$ cat config.mk
export PLATFORM = sky130hd
export DESIGN_NAME = sirq_cpu_reg
export DESIGN_NICKNAME = d
export VERILOG_FILES = /design/src/rtl/sirq_pkg.sv /design/src/rtl/sirq_decode.sv /design/src/rtl/sirq_next.sv /design/src/rtl/sirq_cpu_reg.sv
export SDC_FILE = /design/constraint.sdc
export NUM_CORES = 1
export LEC_CHECK = 0
export CORE_AREA = 2 2 71 73
export DETAILED_ROUTE_END_ITERATION = 10
export DIE_AREA = 0 0 73 75
export PLACE_DENSITY = 0.84
export SLEW_MARGIN = 20
export SYNTH_ARGS = -nofsm -noshare
export SYNTH_HDL_FRONTEND = slang
export SYNTH_SLANG_ARGS = --single-unit
$ cat constraint.sdc
create_clock -name clk -period 1.6 [get_ports clk]
set_input_delay 0.24 -clock clk [delete_from_list [all_inputs] [get_ports clk]]
set_output_delay 0.24 -clock clk [all_outputs]
set_load 0.005 [all_outputs]
$ cat src/rtl/sirq_pkg.sv
package sirq_pkg;

    localparam int SIRQ_DATA_W  = 32;
    localparam int SIRQ_LEVELS  = 16;
    localparam int SIRQ_ADDR_W  = 2;

    // Word addresses; software depends on these values
    localparam int unsigned WA_PENDING = 0;
    localparam int unsigned WA_CLEAR   = 1;
    localparam int unsigned WA_SET     = 2;

    // Clear-data bit that also drops the top soft bit
    localparam int unsigned ALIAS_SRC_BIT = 14;

    typedef enum logic [1:0] {
        OP_NONE = 2'd0,
        OP_SET  = 2'd1,
        OP_CLR  = 2'd2
    } bus_op_e;

    typedef struct packed {
        logic       valid;
        logic       set;
        logic [$clog2(SIRQ_LEVELS)-1:0] level;
    } hw_evt_t;

endpackage

$ cat src/rtl/sirq_decode.sv
module sirq_decode
    import sirq_pkg::*;
#(
    parameter int ADDR_W = SIRQ_ADDR_W
) (
    input  logic              wr,
    input  logic [ADDR_W-1:0] addr,
    output bus_op_e           op
);

    always_comb begin
        op = OP_NONE;
        if (wr) begin
            if (addr == ADDR_W'(WA_SET))
                op = OP_SET;
            else if (addr == ADDR_W'(WA_CLEAR))
                op = OP_CLR;
        end
    end

endmodule

$ cat src/rtl/sirq_next.sv
module sirq_next
    import sirq_pkg::*;
#(
    parameter int DATA_W = SIRQ_DATA_W,
    parameter int LEVELS = SIRQ_LEVELS
) (
    input  logic [DATA_W-1:0] pend_q,
    input  bus_op_e           op,
    input  logic [DATA_W-1:0] wdata,
    input  hw_evt_t           hw,
    output logic [DATA_W-1:0] pend_d
);

    localparam int SOFT_LO   = LEVELS + 1;
    localparam int ALIAS_DST = DATA_W - 1;
    localparam logic [DATA_W-1:0] SOFT_MASK =
        {{(DATA_W - SOFT_LO){1'b1}}, {SOFT_LO{1'b0}}};

    logic [DATA_W-1:0] clr_bits;
    logic [DATA_W-1:0] set_bits;
    logic [DATA_W-1:0] sw_next;

    always_comb begin
        clr_bits = wdata;
        if (wdata[ALIAS_SRC_BIT])
            clr_bits[ALIAS_DST] = 1'b1;
        clr_bits = clr_bits & SOFT_MASK;
        set_bits = wdata & SOFT_MASK;
    end

    always_comb begin
        unique case (op)
            OP_SET:  sw_next = pend_q | set_bits;
            OP_CLR:  sw_next = pend_q & ~clr_bits;
            default: sw_next = pend_q;
        endcase
    end

    // Hardware touches only bits 1..LEVELS-1, software only the upper
    // soft bits, so both updates compose without priority.
    always_comb begin
        pend_d = sw_next;
        if (hw.valid && (hw.level != '0))
            pend_d[hw.level] = hw.set;
    end

endmodule

$ cat src/rtl/sirq_cpu_reg.sv
module sirq_cpu_reg
    import sirq_pkg::*;
#(
    parameter int DATA_W = SIRQ_DATA_W,
    parameter int LEVELS = SIRQ_LEVELS,
    parameter int ADDR_W = SIRQ_ADDR_W
) (
    input  logic                       clk,
    input  logic                       rst,
    input  logic                       bus_wr,
    input  logic [ADDR_W-1:0]          bus_addr,
    input  logic [DATA_W-1:0]          bus_wdata,
    output logic [DATA_W-1:0]          bus_rdata,
    input  logic                       hw_valid,
    input  logic                       hw_set,
    input  logic [$clog2(LEVELS)-1:0]  hw_level,
    output logic [LEVELS-1:0]          level_out
);

    logic [DATA_W-1:0] pend_q;
    logic [DATA_W-1:0] pend_d;
    bus_op_e           op;
    hw_evt_t           hw;

    assign hw = '{valid: hw_valid, set: hw_set, level: hw_level};

    sirq_decode #(.ADDR_W(ADDR_W)) u_decode (
        .wr   (bus_wr),
        .addr (bus_addr),
        .op   (op)
    );

    sirq_next #(.DATA_W(DATA_W), .LEVELS(LEVELS)) u_next (
        .pend_q (pend_q),
        .op     (op),
        .wdata  (bus_wdata),
        .hw     (hw),
        .pend_d (pend_d)
    );

    always_ff @(posedge clk) begin
        if (rst)
            pend_q <= '0;
        else
            pend_q <= pend_d;
    end

    assign bus_rdata = (bus_addr == ADDR_W'(WA_PENDING)) ? pend_q : '0;

    assign level_out[0] = 1'b0;
    for (genvar l = 1; l < LEVELS; l++) begin : g_lvl
        assign level_out[l] = pend_q[l + LEVELS];
    end

endmodule

After elaboration in Yosys (flattened, before gate mapping) --
Index checks and enable logic that the tools add are counted.
Word-level totals: bits of input ports 43, logic and storage cells 24, register bits after elaboration 32, output and inout bits 48
Operators by class: bitwise gates (word level) 3, magnitude comparators 2, multiplexer cells 10, eq/ne operators 4, reductions and logical operators 4
Operator list (number):
- 32-bit two-way mux | 2
- 32-bit case mux with 2 select lines | 1
- 32-bit bitwise AND | 1
- 32-bit bitwise mux | 1
- 32-bit inverter | 1
- 32-bit OR | 1
- 4-bit by 6-bit < comparator with 1-bit output, second input constant | 1
- 2-bit two-way mux | 3
- 1-bit demux with 4-bit select | 1
- 2-bit by 1-bit == test with 1-bit output, second input constant | 2
- 2-bit == test, second input constant | 2
- 4-bit by 1-bit greater-or-equal comparator with 1-bit output, second input constant | 1
- 4-bit nonzero test | 1
- 1-bit logical AND | 2
- 2-bit zero test | 1
- 1-bit two-way mux | 2

Depth between registers and ports, before layout --
depth after elaboration 8, gate-level depth with buffers 7, depth with buffers taken out 6

Modules after synthesis --
From an unflattened synthesis, not the netlist that was laid out.
Unflattened totals: cell total of the unflattened synthesis 219, area total of the unflattened synthesis 2068.2 um2
By module, submodules not included:
- sirq_cpu_reg | cells an instance 122, sequential area each 640.6 um2, area an instance 1437.6 um2, times used 1
- sirq_next | cells an instance 95, sequential area each 0.0 um2, area an instance 613.1 um2, times used 1
- sirq_decode | cells an instance 2, sequential area each 0.0 um2, area an instance 17.5 um2, times used 1

Worst setup path after synthesis --
No wires, ideal clock.
kind input -> register, start point in bus_wr, end point reg pend_q[30], data required time 1530 ps, path buffers 1, library setup time 70 ps, setup slack 209 ps, stages 6, arrival time 1321 ps, cells stage by stage nand2_1 > or2_2 > ha_1 > clkbuf_1 > o21ai_0 > a21oi_1
On the way: word-level cells in the longest chain between the ends 5, elaborated cells on any way between the ends 6, classes of those cells eq/ne: 2; mux: 4
RTL lines:
- start, declared | RTL line sirq_cpu_reg.sv:10 | input logic bus_wr,
- 2-bit two-way mux (*) | RTL line sirq_decode.sv:13 | if (wr) begin
- 2-bit == test / 2-bit by 1-bit == test with 1-bit output (equally long branches) | RTL line sirq_next.sv:32 | unique case (op)
- 32-bit case mux with 2 select lines (*) | RTL line sirq_next.sv:32
- 32-bit bitwise mux | RTL line sirq_next.sv:44 | pend_d[hw.level] = hw.set;
- 32-bit two-way mux (*) | RTL line sirq_next.sv:43 | if (hw.valid && (hw.level != '0))
- end signal, assigned | RTL line sirq_cpu_reg.sv:45 | pend_q <= pend_d;
- end, declared | RTL line sirq_cpu_reg.sv:20 | logic [DATA_W-1:0] pend_q;
Every way passes the cells marked *; elsewhere a longest branch is shown, timed or not. A chain may end at the register's enable or synchronous reset.

Final worst setup path --
start point in bus_addr[1], end point out bus_rdata[3]
On the way: word-level cells in the longest chain between the ends 2
RTL lines:
- start, declared | RTL line sirq_cpu_reg.sv:11 | input logic [ADDR_W-1:0] bus_addr,
- 2-bit zero test | RTL line sirq_cpu_reg.sv:48 | assign bus_rdata = (bus_addr == ADDR_W'(WA_PENDING)) ? pend_q : '0;
- 32-bit two-way mux | RTL line sirq_cpu_reg.sv:48
- end, declared | RTL line sirq_cpu_reg.sv:13 | output logic [DATA_W-1:0] bus_rdata,
No other way between the ends.

==> flow_summary.rst <==
.. list-table::
   :header-rows: 1

   * - Metric
     - Value
   * - Status
     - completed
   * - Clock tree skew after final layout
     - 0 ns
   * - Relative area change from synthesis to final layout
     - 47.8%
   * - Final Hold Fails
     - 0
   * - Count of input and output buffers
     - 72
   * - Startpoint Class
     - primary input
   * - Number of synthesized register bits
     - 31
   * - RSZ-0062 raised after global routing
     - false
   * - GRT Total Usage
     - 17.8%
   * - Top FF cell, synth
     - dfxtp_1
   * - Cell-by-cell listing of the critical path
     - buf_4, nor2_4, buf_4, buf_12, buf_4, buf_8, and2_1, dlygate4sd2_1
   * - Maximum level of the CTS H-tree
     - 2
   * - Global-route wire length before repair
     - 7530 µm
   * - Count of max-cap constraint violations
     - 0
   * - Die area
     - 5480 µm²
   * - Share of flip-flops with an asynchronous set or reset
     - 0%
   * - Most repeated cell in the gate-level netlist after synthesis
     - nor2b_1
   * - Total number of yosys warnings
     - 0
   * - Rows
     - 25
   * - Largest registers
     - pend_q x31
   * - Data arrival time of the critical path
     - between 1 and 1.5 ns
   * - Drt wl/cell
     - 13.7 µm
   * - Leakage Power
     - 1.27 nW
   * - Final Total Pwr
     - roughly 0.0017 W
   * - Total Neg Setup Slack
     - 0 ns
   * - Setup ws final
     - 0.0413 ns
   * - Worst slack at placement
     - -0.440 ns
   * - Number of nets in the layout
     - 345
   * - Time the final worst path needs with I/O delays and setup
     - ~1.6 ns
   * - Largest net degree at the start of global routing
     - 24
   * - Final worst path period share
     - 97.4%
   * - Number of routed nets with antenna violations
     - 0
   * - Routability-driven placement congestion ratio
     - about 0.80
   * - Number of antenna violations at the first check in global routing
     - 0
   * - Number of instances in the synthesized netlist
     - around 240
   * - Overflow after GRT
     - 0
   * - Post-synthesis cell type with the largest combined area
     - dfxtp_1
   * - Max VDD drop
     - 0.380 mV
   * - Biggest register
     - pend_q
   * - CTS tree
     - yes
   * - Via count of the routed design
     - 1779
   * - Power density over the cells
     - slightly above 600 nW/µm²
   * - Cell at the root of the clock tree
     - clkbuf_8
   * - Top cells by area in the synthesized netlist
     - dfxtp_1, nor2b_1, and2_1
   * - Starting density of the core
     - 40.6%
   * - Number of buffers inserted during clock tree synthesis
     - 5
   * - Final WL
     - 4860 µm
   * - Critical path capture point type
     - output pin
   * - Avg Cell Area, Syn
     - 8.03 µm²
   * - Post-synthesis instance area
     - 1890 µm²
   * - Count of flip-flops with a built-in enable after synthesis
     - 0
   * - First drt pass iteration count
     - 4
   * - Area share of the leading cell type in the synthesized netlist
     - 32.8%
   * - Highest attainable clock frequency
     - 0.642 GHz
   * - Clk pin slew, worst setup/hold paths
     - ~0.060 ns
   * - Final number of max-transition violations
     - 0
   * - Crit path required time
     - 1.36 ns
   * - Most frequent cells after synthesis
     - nor2b_1, and2_1, dfxtp_1
   * - Height of the chip
     - 75 µm
   * - DRC violation total after the first TritonRoute iteration
     - 78
   * - Max Buffers Root-to-Sink
     - 2
   * - Post-route core utilization
     - 60.1%
   * - Number of unique standard cell types used by synthesis
     - 28
   * - TritonCTS sink count
     - 31
   * - Post-synthesis sequential area ratio
     - around 33%
   * - Clock latency on the worst-skew pair
     - 0.27 ns
   * - Area of the core
     - 4660 µm²
   * - Path class of the lowest-slack min-delay path
     - reg -> reg
   * - Vias in the first global route
     - around 1700
   * - Die width
     - 73 µm
   * - Count of final setup violators
     - 0
   * - WS Path Type
     - in -> out
   * - Detail Placement HPWL
     - 3180 µm
   * - Most frequent CP cell
     - buf_4
   * - Library cell contributing the largest single delay on the critical path
     - dlygate4sd2_1
   * - Fillcell total
     - 409
   * - Delay of the slowest critical-path stage
     - 0.25 ns
   * - Top-level I/O count
     - 91
   * - Final routed DRC violation total
     - 0
   * - Highest fanout seen on the critical path
     - 8
   * - Share of final-layout standard cells stronger than drive strength 1
     - 11.7%
   * - Vias per cell
     - 5.03
   * - Antenna Cells
     - 0
   * - Flip-flop count of the largest register, all copies and words added
     - 31
==> critical path: cells and delay by family <==
kind                   cells  cell delay [ns]
buffers and inverters      6             0.89
AND/OR/NAND/NOR            2             0.19
==> routing by layer <==
| layer | vias up | GRT usage, % | part of all wire, % |
|---|---|---|---|
| li1 | 883 | - | - |
| met1 | 816 | 19.6 | 42 |
| met2 | 69 | 32.6 | 50 |
| met3 | 11 | 4.95 | 5.8 |
| met4 | 0 | 6.17 | 2.0 |
| met5 | - | 0 | 0 |
==> final timing paths <==
path | cells past startpoint | from | slack [ns] | to
worst max register to register | 2 | pend_q[30]$_SDFFE_PP0P_ | 0.88 | pend_q[30]$_SDFFE_PP0P_
worst max-delay path | 8 | bus_addr[1] | 0.04 | bus_rdata[3]
worst min register to register | 1 | pend_q[0]$_SDFFE_PP0P_ | 0.47 | pend_q[0]$_SDFFE_PP0P_
worst min-delay path | 1 | pend_q[0]$_SDFFE_PP0P_ | 0.47 | pend_q[0]$_SDFFE_PP0P_
==> power breakdown <==
group          switching [W]  internal (W)
Clock               0.000280      0.000337
Sequential        0.00000679      0.000782
Combinational       0.000134      0.000177
==> per-stage QoR <==
step	area (µm²)	cells	hold slack [ns]
6_report	2800	354	0.466
5_1_grt	2800	354	0.495
4_1_cts	2760	353	0.468
3_5_place_dp	2560	339	0.452
3_3_place_gp	2560	339	0.448
2_1_floorplan	1900	237	0.394
==> area by class of cell <==
class	instances	area (µm²)	share of cell area, %
Multi-Input combinational cell	171	1100	39.5
Inverter	4	15.0	0.536
Clock buffer	6	82.6	2.95
Timing Repair Buffer	87	903	32.3
Tap cell	54	67.6	2.41
Clock inverter	1	5.00	0.179
Sequential cell	31	621	22.2
==> cells by family (layout without fill, tap and decap cells) <==
| kind of cell | Yosys count | count (layout) | synth area share (%) |
|---|---|---|---|
| buffers and inverters | 35 | 98 | 11.6 |
| multiplexers | 12 | 12 | 6.34 |
| flip-flops | 31 | 31 | 32.8 |
| AO/OA/AOI/OAI | 50 | 50 | 13.7 |
| other | 1 | 2 | 0.198 |
| adder cells (fa/ha/maj) | 2 | 2 | 1.32 |
| AND/OR/NAND/NOR | 105 | 105 | 34.1 |
==> layout by cell type (no fill, tap or decap), types with 6 or more instances in the layout <==
| cell type | count |
|---|---|
| clkbuf_8 | 6 |
| nand2b_1 | 14 |
| mux2i_1 | 12 |
| clkdlybuf4s50_1 | 38 |
| dlygate4sd2_1 | 30 |
| nor2b_1 | 33 |
| o21ai_0 | 10 |
| dfxtp_1 | 31 |
| nand2_1 | 8 |
| buf_4 | 8 |
| a21oi_1 | 14 |
| o21ai_1 | 19 |
| and2_1 | 31 |
==> repair_timing <==
action / 4_1_cts / 5_1_grt
pin swaps: 2 / 4
hold buffers: 0 / 0
resized for setup: 59 / 11
hold endpoints to repair: 0 / 0
setup buffers: 4 / 0
setup endpoints to repair: 46 / 30
gates cloned: 3 / 1
No activity file was read; power rests on OpenSTA's default activity.
